### config.mk
export PLATFORM = sky130hd
export DESIGN_NAME = clk_rate_probe
export DESIGN_NICKNAME = d
export VERILOG_FILES = /design/src/rtl/clk_rate_probe_pkg.sv /design/src/rtl/crp_rate_prep.sv /design/src/rtl/crp_restoring_div.sv /design/src/rtl/clk_rate_probe.sv
export SDC_FILE = /design/constraint.sdc
export NUM_CORES = 1
export LEC_CHECK = 0
export ABC_AREA = 0
export BUFFER_PORTS_ARGS = -buffer_cell sky130_fd_sc_hd__buf_4
export CELL_PAD_IN_SITES_DETAIL_PLACEMENT = 2
export CELL_PAD_IN_SITES_GLOBAL_PLACEMENT = 2
export CORE_MARGIN = 4
export CORE_UTILIZATION = 40
export CTS_CLUSTER_DIAMETER = 50
export DETAILED_ROUTE_END_ITERATION = 16
export GPL_TIMING_DRIVEN = 1
export PLACE_DENSITY_LB_ADDON = 0.1
export SETUP_SLACK_MARGIN = 0.2
export SLEW_MARGIN = 0
export SYNTH_ARGS = -nofsm -noshare
export SYNTH_HDL_FRONTEND = slang
export SYNTH_SLANG_ARGS = --single-unit
export TNS_END_PERCENT = 100
### constraint.sdc
create_clock -name clk -period 24.8 [get_ports clk]
set_input_delay 3.72 -clock clk [delete_from_list [all_inputs] [get_ports clk]]
set_output_delay 3.72 -clock clk [all_outputs]
set_load 0.01 [all_outputs]
### src/rtl/clk_rate_probe_pkg.sv
package clk_rate_probe_pkg;

    typedef enum logic [3:0] {
        ST_IDLE,
        ST_REF_ON,
        ST_ARM,
        ST_WAIT_LOW,
        ST_GO,
        ST_WAIT_HIGH,
        ST_RESTORE,
        ST_CALC,
        ST_DIVIDE,
        ST_DONE
    } crp_state_e;

endpackage

### src/rtl/crp_rate_prep.sv
module crp_rate_prep #(
    parameter int unsigned CNT_W  = 25,
    parameter int unsigned DVD_W  = 64,
    parameter int unsigned REF_HZ = 4800000
) (
    input  logic [CNT_W-1:0] short_cnt,
    input  logic [CNT_W-1:0] full_cnt,
    output logic             is_off,
    output logic [DVD_W-1:0] dividend
);
    localparam logic [DVD_W-1:0] REF_V = DVD_W'(REF_HZ);

    // gating-offset corrected, scaled count
    logic [DVD_W-1:0] corrected;

    assign is_off    = (short_cnt == full_cnt);
    assign corrected = DVD_W'(full_cnt) * DVD_W'(10) + DVD_W'(15);
    assign dividend  = corrected * REF_V;
endmodule

### src/rtl/crp_restoring_div.sv
module crp_restoring_div #(
    parameter int unsigned DVD_W = 64,
    parameter int unsigned DSR_W = 32,
    parameter int unsigned Q_W   = 32
) (
    input  logic             clk,
    input  logic             rst_n,
    input  logic             start,
    input  logic [DVD_W-1:0] dividend,
    input  logic [DSR_W-1:0] divisor,
    output logic             done,
    output logic [Q_W-1:0]   quotient
);
    localparam int unsigned CW = $clog2(DVD_W + 1);

    logic [DVD_W-1:0] shq_q;
    logic [DSR_W-1:0] rem_q;
    logic [CW-1:0]    left_q;
    logic             run_q;
    logic [DSR_W:0]   trial;
    logic [DSR_W:0]   diff;

    assign trial    = {rem_q, shq_q[DVD_W-1]};
    assign diff     = trial - {1'b0, divisor};
    assign quotient = shq_q[Q_W-1:0];

    always_ff @(posedge clk) begin
        if (!rst_n) begin
            shq_q  <= '0;
            rem_q  <= '0;
            left_q <= '0;
            run_q  <= 1'b0;
            done   <= 1'b0;
        end else begin
            done <= 1'b0;
            if (start) begin
                shq_q  <= dividend;
                rem_q  <= '0;
                left_q <= CW'(DVD_W);
                run_q  <= 1'b1;
            end else if (run_q) begin
                if (diff[DSR_W]) begin
                    rem_q <= trial[DSR_W-1:0];
                    shq_q <= {shq_q[DVD_W-2:0], 1'b0};
                end else begin
                    rem_q <= diff[DSR_W-1:0];
                    shq_q <= {shq_q[DVD_W-2:0], 1'b1};
                end
                left_q <= left_q - 1'b1;
                if (left_q == CW'(1)) begin
                    run_q <= 1'b0;
                    done  <= 1'b1;
                end
            end
        end
    end
endmodule

### src/rtl/clk_rate_probe.sv
module clk_rate_probe
    import clk_rate_probe_pkg::*;
#(
    parameter int unsigned TICK_W      = 20,
    parameter int unsigned CNT_W       = 25,
    parameter int unsigned RATE_W      = 32,
    parameter int unsigned SHORT_TICKS = 32'h1000,
    parameter int unsigned FULL_TICKS  = 32'h10000,
    parameter int unsigned REF_HZ      = 4800000,
    parameter int unsigned MULT        = 1
) (
    input  logic              clk,
    input  logic              rst_n,
    input  logic              req,
    output logic              busy,
    output logic [RATE_W-1:0] rate,
    output logic              rate_valid,
    output logic [TICK_W-1:0] cnt_ticks,
    output logic              cnt_start,
    output logic              cnt_wr,
    input  logic              cnt_ready,
    input  logic [CNT_W-1:0]  cnt_value,
    input  logic              ref_en_q,
    output logic              ref_en_wr,
    output logic              ref_en_d
);
    localparam int unsigned       DVD_W   = 64;
    localparam int unsigned       DSR_W   = 32;
    localparam logic [DSR_W-1:0]  DIVISOR = DSR_W'(FULL_TICKS) * DSR_W'(10) + DSR_W'(35);
    localparam logic [RATE_W-1:0] MULT_V  = RATE_W'(MULT);

    crp_state_e        state_q, state_d;
    logic              full_run_q;
    logic              saved_ref_q;
    logic [CNT_W-1:0]  short_q, full_q;
    logic [RATE_W-1:0] rate_q;
    logic              div_start, div_done, is_off;
    logic [DVD_W-1:0]  dividend;
    logic [RATE_W-1:0] div_quot;

    crp_rate_prep #(.CNT_W(CNT_W), .DVD_W(DVD_W), .REF_HZ(REF_HZ)) prep_i (
        .short_cnt (short_q),
        .full_cnt  (full_q),
        .is_off    (is_off),
        .dividend  (dividend)
    );

    crp_restoring_div #(.DVD_W(DVD_W), .DSR_W(DSR_W), .Q_W(RATE_W)) div_i (
        .clk      (clk),
        .rst_n    (rst_n),
        .start    (div_start),
        .dividend (dividend),
        .divisor  (DIVISOR),
        .done     (div_done),
        .quotient (div_quot)
    );

    // state register
    always_ff @(posedge clk) begin
        if (!rst_n) state_q <= ST_IDLE;
        else        state_q <= state_d;
    end

    // transitions
    always_comb begin
        state_d = state_q;
        unique case (state_q)
            ST_IDLE:      if (req) state_d = ST_REF_ON;
            ST_REF_ON:    state_d = ST_ARM;
            ST_ARM:       state_d = ST_WAIT_LOW;
            ST_WAIT_LOW:  if (!cnt_ready) state_d = ST_GO;
            ST_GO:        state_d = ST_WAIT_HIGH;
            ST_WAIT_HIGH: if (cnt_ready) state_d = full_run_q ? ST_RESTORE : ST_ARM;
            ST_RESTORE:   state_d = ST_CALC;
            ST_CALC:      state_d = is_off ? ST_DONE : ST_DIVIDE;
            ST_DIVIDE:    if (div_done) state_d = ST_DONE;
            ST_DONE:      state_d = ST_IDLE;
            default:      state_d = ST_IDLE;
        endcase
    end

    // outputs
    always_comb begin
        busy       = 1'b1;
        cnt_wr     = 1'b0;
        cnt_start  = 1'b0;
        ref_en_wr  = 1'b0;
        ref_en_d   = 1'b0;
        rate_valid = 1'b0;
        div_start  = 1'b0;
        unique case (state_q)
            ST_IDLE:    busy = 1'b0;
            ST_REF_ON:  begin ref_en_wr = 1'b1; ref_en_d = 1'b1; end
            ST_ARM:     cnt_wr = 1'b1;
            ST_GO:      begin cnt_wr = 1'b1; cnt_start = 1'b1; end
            ST_RESTORE: begin ref_en_wr = 1'b1; ref_en_d = saved_ref_q; end
            ST_CALC:    div_start = !is_off;
            ST_DONE:    rate_valid = 1'b1;
            default:    ;
        endcase
    end

    assign cnt_ticks = full_run_q ? TICK_W'(FULL_TICKS) : TICK_W'(SHORT_TICKS);
    assign rate      = rate_q;

    // datapath registers
    always_ff @(posedge clk) begin
        if (!rst_n) begin
            full_run_q  <= 1'b0;
            saved_ref_q <= 1'b0;
            short_q     <= '0;
            full_q      <= '0;
            rate_q      <= '0;
        end else begin
            if (state_q == ST_IDLE && req) saved_ref_q <= ref_en_q;
            if (state_q == ST_REF_ON) full_run_q <= 1'b0;
            if (state_q == ST_WAIT_HIGH && cnt_ready) begin
                if (full_run_q) full_q <= cnt_value;
                else begin
                    short_q    <= cnt_value;
                    full_run_q <= 1'b1;
                end
            end
            if (state_q == ST_CALC && is_off) rate_q <= '0;
            if (state_q == ST_DIVIDE && div_done) rate_q <= div_quot * MULT_V;
        end
    end
endmodule

==> impl_metrics.toml, run 1 <==
[clock_tree]
cts_setup_buffers = 0
holdBufCountCts = 0
clock_sinks = 193
h-tree-depth = 4
path_clk_slew_ns = 0.08
cts_tree = "done"
cts_buffers = 17
clk_latency_ns = 0.48
cts_resized = 0
clk_path_buf_depth = 2
cts_root_buf = "clkbuf_16"

[global_route]
grt_pass1_vias = 16850
grt_pass1_wl_mm = 89.38
grt_max_degree = 87
grt_usage_pct = 21.79
antenna_found_initial = 0
grt-ovfl-total = 0

[cells_and_area]
final_common_cell = "inv_1"
nFillCells = 5110
regArea_mm2 = 0.003867
final_cell_mix = "inv_1, ha_1, nand2_1, dfxtp_1, nor2_1"
multi_input_area_mm2 = 0.01300
antennaDiodeCount = 0
design_area_mm2 = 0.02017
drive_above_1_share_pct = 7.398
fin_nets = 2610
area_delta_synth_final_pct = 8.991
utilization_pct = 44.26

[routing]
detail_route.first_pass.iterations = 4
viasPerCell = 5.320
vias = 15130
avgRoutedWirePerCell_um = 18.86
routed_wirelength_mm = 53.65
final_antenna_net_count = 0
drc = 0
drtIter0Drc = 499

[critical_path]
path_max_fanout = 11
slowest_stage = "a211oi_1"
required_ns = 25.17
max_stage_delay_ns = 0.74
crit_path_end_kind = "flip-flop"
path_class = "reg -> reg"
critPathLaunchType = "flip-flop"
cp.arrival_ns = 10.86
critical_path.most_common_cell = "inv_1"
rrSetupSlack_ns = 14.31

[pwr]
peakVddDrop_mv = 0.06101
power.leakage_nw = 9.179
powerDensity_mw_per_mm2 = 31.27

[floorplan]
num_io_pins = 88
fp-row-count = 78
fp.coreArea_mm2 = 0.04558
die_h_um = 223.1
die_width_um = 223.1
die-area_mm2 = 0.04978
start_util_pct = 40.61

[placement]
port_buffers = 69
dpl-instance-area_mm2 = 0.01958
dp_hpwl_mm = 43.48
place_ws_ns = 14.33
place.gp.congestion = 0.8252

[yosys]
synth_top_family_by_area = "adder cells"
synth.distinct_cells = 85
synth-simple-area-share_pct = 14.81
yosys_most_used_dff = "dfxtp_1"
synth_seq_cells = 193
synthCells = 2202
muxShareOfSynthArea_pct = 3.799
synth-xor-area-share_pct = 6.990
synth-adder-area-share_pct = 29.69
syn_avg_cell_area_um2 = 8.406
synth_compound_area_share_pct = 14.30
yosys_warnings = 0
synth-seq-area-share_pct = 20.87
synthArstFlopShare_pct = 0
synth_edf_count = 0
synthesis.area_mm2 = 0.01851

[timing]
fin_ws_ns = 14.31
max_freq_ghz = 0.09537
skew_ns = 0.01830
finalCriticalPeriod_ns = 10.49
finalSetupViolations = 0
timing.setup.tns_ns = 0
period_share_pct = 42.28
tightest_slew_ns = 1.218
hold_viol = 0
finalMaxSlewViolations = 0
max_slew_margin_pct = 18.25
rsz0062_at_grt = "no"

[outcome]
status = "finished, final reports clean"

[min_path]
hp-class = "reg -> reg"

[job]
cap_violations = 0
[routing by layer]
layer  GRT usage (%)  share of wire [%]  vias to the layer above
li1                -                  -                     7350
met4           4.375                1.2                        0
met2           39.03                 51                      129
met5               0                  0                        -
met1           28.27                 46                     7614
met3           2.829                2.3                       36
[power breakdown]
group          internal (mW)  switching [mW]
Clock                  0.148           0.138
Sequential             0.310         0.00240
Combinational         0.0116          0.0204
Total                  0.470           0.161
[final timing paths]
check,startpoint,to,cells past startpoint
worst max register to register,full_q[0],div_i.shq_q[51],35
worst min register to register,rate[11],rate[11],2
worst max-delay path,full_q[0],div_i.shq_q[51],35
worst min-delay path,rate[11],rate[11],2
[worst max-delay path: cells and delay by family, from the launching register on]
family / cells / cell delay [ns]
simple gates: 8 / 1.87
buf+inv: 7 / 0.51
compound gates: 8 / 2.83
flops: 1 / 0.57
xor+xnor: 2 / 0.74
fa+ha+maj: 10 / 3.85
[synth_stat cells (17+ instances only)]
master	count	area [um2]
inv_1	341	1280
ha_1	200	2502
nand2_1	200	750.7
dfxtp_1	193	3864
nor2_1	173	649.4
a21oi_1	166	830.8
fa_1	148	2963
xnor2_1	88	770.7
clkbuf_1	77	289.0
a211oi_1	65	488.0
nand3_1	60	300.3
mux2i_1	59	590.6
xor2_1	56	490.5
o21ai_0	39	195.2
nor3_1	36	180.2
a21o_1	25	187.7
nand4_1	22	137.6
buf_4	21	157.7
nor4_1	17	106.4
[stage by stage]
stage | instances | total power, mW | hold WS [ns]
2_1_floorplan | 2228 | 0.3411 | 0.4408
3_5_place_dp | 2813 | 0.3522 | 0.4649
6_report | 2844 | 0.6308 | 0.4735
3_3_place_gp | 2813 | 0.3507 | 0.4530
4_1_cts | 2844 | 0.6396 | 0.4754
5_1_grt | 2844 | 0.6581 | 0.5027
[layout make-up]
type	instances	area share, %
Clock buffer	19	2.245
Clock inverter	12	0.7195
Inverter	343	6.395
Multi-Input combinational cell	1588	64.44
Sequential cell	193	19.17
Tap cell	600	3.721
Timing Repair Buffer	89	3.312
[cells by family after synthesis]
kind of cell    count (synthesis)
buf+inv                       447
other cells                     2
flops                         193
fa+ha+maj                     351
compound gates                407
mux                            69
simple gates                  587
xor+xnor                      146
[state kept, by name, summed over array words and instances, names as in the netlist]
| register | cells |
|---|---|
| div_i.done | 1 |
| div_i.left_q | 7 |
| div_i.rem_q | 32 |
| div_i.run_q | 1 |
| div_i.shq_q | 64 |
| full_q | 25 |
| full_run_q | 1 |
| rate | 32 |
| saved_ref_q | 1 |
| short_q | 25 |
| state_q | 4 |
Note: power is estimated with default switching activity, not from simulation.
==> run 2, diff against run 1 <==
--- a/config.mk
+++ b/config.mk
@@ -10,7 +10,7 @@
 export CELL_PAD_IN_SITES_DETAIL_PLACEMENT = 2
 export CELL_PAD_IN_SITES_GLOBAL_PLACEMENT = 2
 export CORE_MARGIN = 4
-export CORE_UTILIZATION = 40
+export CORE_UTILIZATION = 35
 export CTS_CLUSTER_DIAMETER = 50
 export DETAILED_ROUTE_END_ITERATION = 16
 export GPL_TIMING_DRIVEN = 1
==> constraint.sdc (replaced) <==
create_clock -name clk -period 8.8 [get_ports clk]
set_input_delay 1.32 -clock clk [delete_from_list [all_inputs] [get_ports clk]]
set_output_delay 1.32 -clock clk [all_outputs]
set_load 0.01 [all_outputs]
==> run 2 against run 1 <==
Clock power rose to 3.1 times the previous value. Hold slack got worse by 0.0064 ns. Critical path depth rose by 1. Routed wire length rose by 6.1%. Register-to-register slack got worse by 14 ns. Global-route usage fell by 2.5 points. Count of clock-buffer cells in the layout fell by 1. Maximum frequency rose by 21%. Worst setup slack got worse by 14 ns. Critical path type unchanged. Largest power group is now clock.
==> impl_metrics.toml, run 2 (same netlist as run 1, synthesis figures left out) <==
[routing]
vias = 15620
drc = 0
routed_wirelength_mm = 56.92
avgRoutedWirePerCell_um = 18.64
detail_route.first_pass.iterations = 4
viasPerCell = 5.117
drtIter0Drc = 564
final_antenna_net_count = 0

[cells_and_area]
fin_nets = 2730
drive_above_1_share_pct = 18.60
regArea_mm2 = 0.003887
final_cells = 3053
final_common_cell = "inv_1"
nFillCells = 5801
final_cell_mix = "inv_1, buf_4, nand2_1, dfxtp_1, ha_1"
largest_reg_flops = 64
multi_input_area_mm2 = 0.01400
area_delta_synth_final_pct = 20.50
antennaDiodeCount = 0
utilization_pct = 42.53
largest-register = "div_i.shq_q"

[timing]
finalCriticalPeriod_ns = 8.695
period_share_pct = 98.81
tightest_slew_ns = 1.208
hold_viol = 0
finalSetupViolations = 0
finalMaxSlewViolations = 0
skew_ns = 0.02128
max_freq_ghz = 0.1150
rsz0062_at_grt = "yes"
max_slew_margin_pct = 19.50

[placement]
dpl.cell_count = 2974
dp_hpwl_mm = 43.32
place.gp.congestion = 0.8025
port_buffers = 69

[min_path]
hp-class = "reg -> reg"

[floorplan]
die-area_mm2 = 0.05663
fp.coreArea_mm2 = 0.05245
num_io_pins = 88
fp-row-count = 84
die_h_um = 238.0
die_width_um = 238.0
start_util_pct = 35.29

[critical_path]
path_class = "reg -> reg"
critical_path.most_common_cell = "fa_1"
slowest_stage = "fa_1"
critPathLaunchType = "flip-flop"
path_max_fanout = 6
crit_path_end_kind = "flip-flop"
max_stage_delay_ns = 0.55
required_ns = 9.21
cp.arrival_ns = 9.10

[global_route]
antenna_found_initial = 0
grt-ovfl-total = 0
grt_pass1_wl_mm = 89.80
grt_usage_pct = 19.29
grt_pass1_vias = 17210
grt_max_degree = 86

[pwr]
peakVddDrop_mv = 0.1481
p_total_mw = 1.856
power.leakage_nw = 10.05
powerDensity_mw_per_mm2 = 83.24

[job]
cap_violations = 0

[clock_tree]
cts_tree = "done"
clock_sinks = 193
clk_latency_ns = 0.49
clk_path_buf_depth = 2
cts_root_buf = "clkbuf_16"
h-tree-depth = 4
cts_buffers = 17
path_clk_slew_ns = 0.08
holdBufCountCts = 0

[outcome]
status = "finished, final reports clean"
run 2: changes by cell type in the layout (fill, tap and decap cells not counted), moves of 8 or more:
cell and change:
buf_4 +111, ha_1 -29, ha_4 +23, inv_1 -17
inv_2 +16, xnor2_1 -15, nor2_1 -14, xnor2_2 +14
dfxtp_1 -10, nor2_2 +8
run 2: final timing paths:
path / start / endpoint / slack, ns / cells after the start
setup / recovery: full_q[5] / div_i.shq_q[46] / 0.10 / 36
hold / removal: div_i.shq_q[22] / rate[22] / 0.47 / 2
hold reg to reg: div_i.shq_q[22] / rate[22] / 0.47 / 2
setup reg to reg: full_q[5] / div_i.shq_q[46] / 0.10 / 36
run 2: final cells by class:
class / instances / share of cell area, %
Clock buffer: 18 / 1.924
Clock inverter: 14 / 0.9818
Inverter: 343 / 5.795
Multi-Input combinational cell: 1588 / 62.77
Sequential cell: 193 / 17.43
Tap cell: 688 / 3.860
Timing Repair Buffer: 209 / 7.243
run 2: where the power goes:
part / leakage [nW] / switching [mW] / internal (mW)
sequential: 1.56 / 0.00656 / 0.874
clock: 0.315 / 0.396 / 0.487
combinational: 8.18 / 0.0585 / 0.0349
run 2: metal layers:
metal	up-vias	GRT usage, %	routed length [um]
met5	-	0	0
met4	0	4.140	906
met3	41	2.589	965
met2	111	34.73	29390
met1	7890	24.70	25660
li1	7581	-	-
run 2: critical path: cells and delay by family (launching register included):
family | cells | cell delay [ns]
xor+xnor | 2 | 0.40
mux | 1 | 0.09
simple gates | 5 | 0.93
buf+inv | 9 | 0.71
fa+ha+maj | 9 | 3.63
flops | 1 | 0.38
compound gates | 10 | 2.45
run 2: what timing repair did:
item / 4_1_cts / 5_1_grt
gates resized for setup: 76 / 132
pin swaps: 29 / 85
setup endpoints to repair: 21 / 19
cloned: 0 / 0
buffers inserted: 14 / 32
run 2: metrics by stage:
step / setup TNS [ns] / area (um2) / setup slack (ns) / hold WS (ns)
after floorplan: 0 / 18610 / 0.2770 / 0.4408
after global placement: -0.4313 / 20250 / -0.1813 / 0.4545
after detailed placement: -1.934 / 20250 / -0.4259 / 0.4636
after CTS: 0 / 21400 / 0.1866 / 0.4740
after global routing: -1.647 / 22300 / -0.2780 / 0.4912
final: 0 / 22300 / 0.1046 / 0.4671
==> run 3, diff against run 2 <==
--- a/config.mk
+++ b/config.mk
@@ -14,6 +14,7 @@
 export CTS_CLUSTER_DIAMETER = 50
 export DETAILED_ROUTE_END_ITERATION = 16
 export GPL_TIMING_DRIVEN = 1
+export MAX_ROUTING_LAYER = met4
 export PLACE_DENSITY_LB_ADDON = 0.1
 export SETUP_SLACK_MARGIN = 0.2
 export SLEW_MARGIN = 0
==> run 3 against run 2 <==
Via count about the same. Clock power about the same. Sequential power about the same. Cell area unchanged. Critical path type unchanged. Largest cell class unchanged.
==> impl_metrics.toml, run 3 (same netlist as run 1, synthesis figures left out) <==
[global_route]
antenna_found_initial = 0
grt_pass1_vias = 17190
use_met2_pct = 34.76
grt_pass1_wl_mm = 89.85
busiest_layer = "met2"
use_met3_pct = 2.589
grt_usage_pct = 19.87
grt_use_met1_pct = 24.68
grt_max_degree = 86
grt-ovfl-total = 0

[min_path]
hp-class = "reg -> reg"
min_from = "div_i.shq_q[22]"
hold_depth = 2
hold-path-endpoint = "rate[22]"

[critical_path]
crit_path_end_kind = "flip-flop"
critical_path.most_common_cell = "fa_1"
r2r-end = "div_i.shq_q[48]"
max_stage_delay_ns = 0.55
path_class = "reg -> reg"
path_max_fanout = 6
cp.arrival_ns = 9.08
slowest_stage = "fa_1"
critPathLaunchType = "flip-flop"
rrSetupSlack_ns = 0.12
required_ns = 9.20
regToRegStartpoint = "full_q[5]"
reg2reg_depth = 37

[pwr]
p_seq_share_pct = 47.4
switching_power_uw = 461.6
combPwrFrac_pct = 5.0
power.leakage_nw = 10.05
cellInternalPower_mw = 1.395
p_clk_share_pct = 47.6
powerDensity_mw_per_mm2 = 83.26
swShare_pct = 24.86
peakVddDrop_mv = 0.1478

[timing]
tightest_slew_ns = 1.211
finalSetupViolations = 0
max_slew_margin_pct = 19.26
timing.setup.tns_ns = 0
fin_hold_ws_ns = 0.4660
finalMaxSlewViolations = 0
period_share_pct = 98.68
max_freq_ghz = 0.1152
fin_ws_ns = 0.1160
skew_ns = 0.01988
rsz0062_at_grt = "yes"
hold_viol = 0
finalCriticalPeriod_ns = 8.684

[cells_and_area]
fin_nets = 2730
largest-register = "div_i.shq_q"
nFillCells = 5801
antennaDiodeCount = 0
utilization_pct = 42.53
final_common_cell = "inv_1"
final_cell_mix = "inv_1, buf_4, nand2_1, dfxtp_1, ha_1"
largest_reg_flops = 64
final_cells = 3053
drive_above_1_share_pct = 18.60
area_delta_synth_final_pct = 20.50

[clock_tree]
clk_path_buf_depth = 2
path_clk_slew_ns = 0.08
cts_buffers = 17
h-tree-depth = 4
cts_root_buf = "clkbuf_16"
clock_sinks = 193
cts_tree = "done"
clk_latency_ns = 0.49

[routing]
final_antenna_net_count = 0
vias = 15630
avgRoutedWirePerCell_um = 18.67
detail_route.first_pass.iterations = 4
routed_wirelength_mm = 56.99
drc = 0
viasPerCell = 5.118
drtIter0Drc = 542

[floorplan]
die_width_um = 238.0
start_util_pct = 35.29
fp.coreArea_mm2 = 0.05245
num_io_pins = 88
die_h_um = 238.0
fp-row-count = 84
die-area_mm2 = 0.05663

[placement]
port_buffers = 69
dp_hpwl_mm = 43.32
place.gp.congestion = 0.8155
place_ws_ns = -0.4259
dpl.cell_count = 2974

[outcome]
status = "finished, final reports clean"

[job]
cap_violations = 0
==> run 3: cell counts in the layout (fill, tap and decap cells not counted) <==
Identical to the previous run, type by type.
==> run 3: layout make-up <==
cell class                 instances  area (um2)  share of cell area (%)
timing repair buffer             209        1615                   7.243
tap                              688       860.8                   3.860
clock inverter                    14       219.0                  0.9818
sequential                       193        3887                   17.43
multi-input combinational       1588       14000                   62.77
inverter                         343        1292                   5.795
clock buffer                      18       429.2                   1.924
==> run 3: worst max-delay path by stage <==
| stage | depth (start not counted) | to | from |
|---|---|---|---|
| final | 37 | div_i.shq_q[48] | full_q[5] |
| after global routing | 35 | div_i.shq_q[46] | full_q[5] |
| after CTS | 36 | div_i.shq_q[48] | full_q[3] |
| after detailed placement | 33 | div_i.shq_q[51] | full_q[5] |
| after global placement | 33 | div_i.shq_q[51] | full_q[5] |
| after floorplan | 35 | div_i.shq_q[51] | full_q[3] |
==> run 3: power groups by stage <==
| stage | logic, mW | clock network, mW | registers, mW |
|---|---|---|---|
| finish | 0.0938 | 0.883 | 0.880 |
| global route | 0.105 | 0.948 | 0.881 |
| CTS | 0.0931 | 0.916 | 0.881 |
| detailed placement | 0.0916 | 0 | 0.902 |
| global placement | 0.0892 | 0 | 0.901 |
| floorplan | 0.0636 | 0 | 0.897 |
==> run 3: what timing repair did <==
item | CTS | global route
hold buffers | 0 | 0
pin swaps | 29 | 85
gates resized for setup | 76 | 132
endpoints found under the setup margin | 21 | 19
setup buffers | 14 | 32
==> run 3: worst max-delay path: cells and delay by family (launching register included) <==
family                   cells  cell delay (ns)
XOR/XNOR                     2             0.38
AND/OR/NAND/NOR              5             0.85
AO/OA/AOI/OAI               11             2.43
adder cells (fa/ha/maj)      9             3.63
flip-flops                   1             0.38
buffers and inverters       10             0.89
==> run 3: routing by layer <==
layer	part of all wire, %	vias up
met5	0	-
met4	1.5	0
met3	1.6	40
met2	52	109
met1	45	7898
li1	-	7578
==> run 3: through the flow <==
| step | power, mW | cell area, um2 |
|---|---|---|
| finish | 1.857 | 22300 |
| global route | 1.934 | 22300 |
| CTS | 1.890 | 21400 |
| detailed placement | 0.9935 | 20250 |
| global placement | 0.9904 | 20250 |
| floorplan | 0.9611 | 18610 |
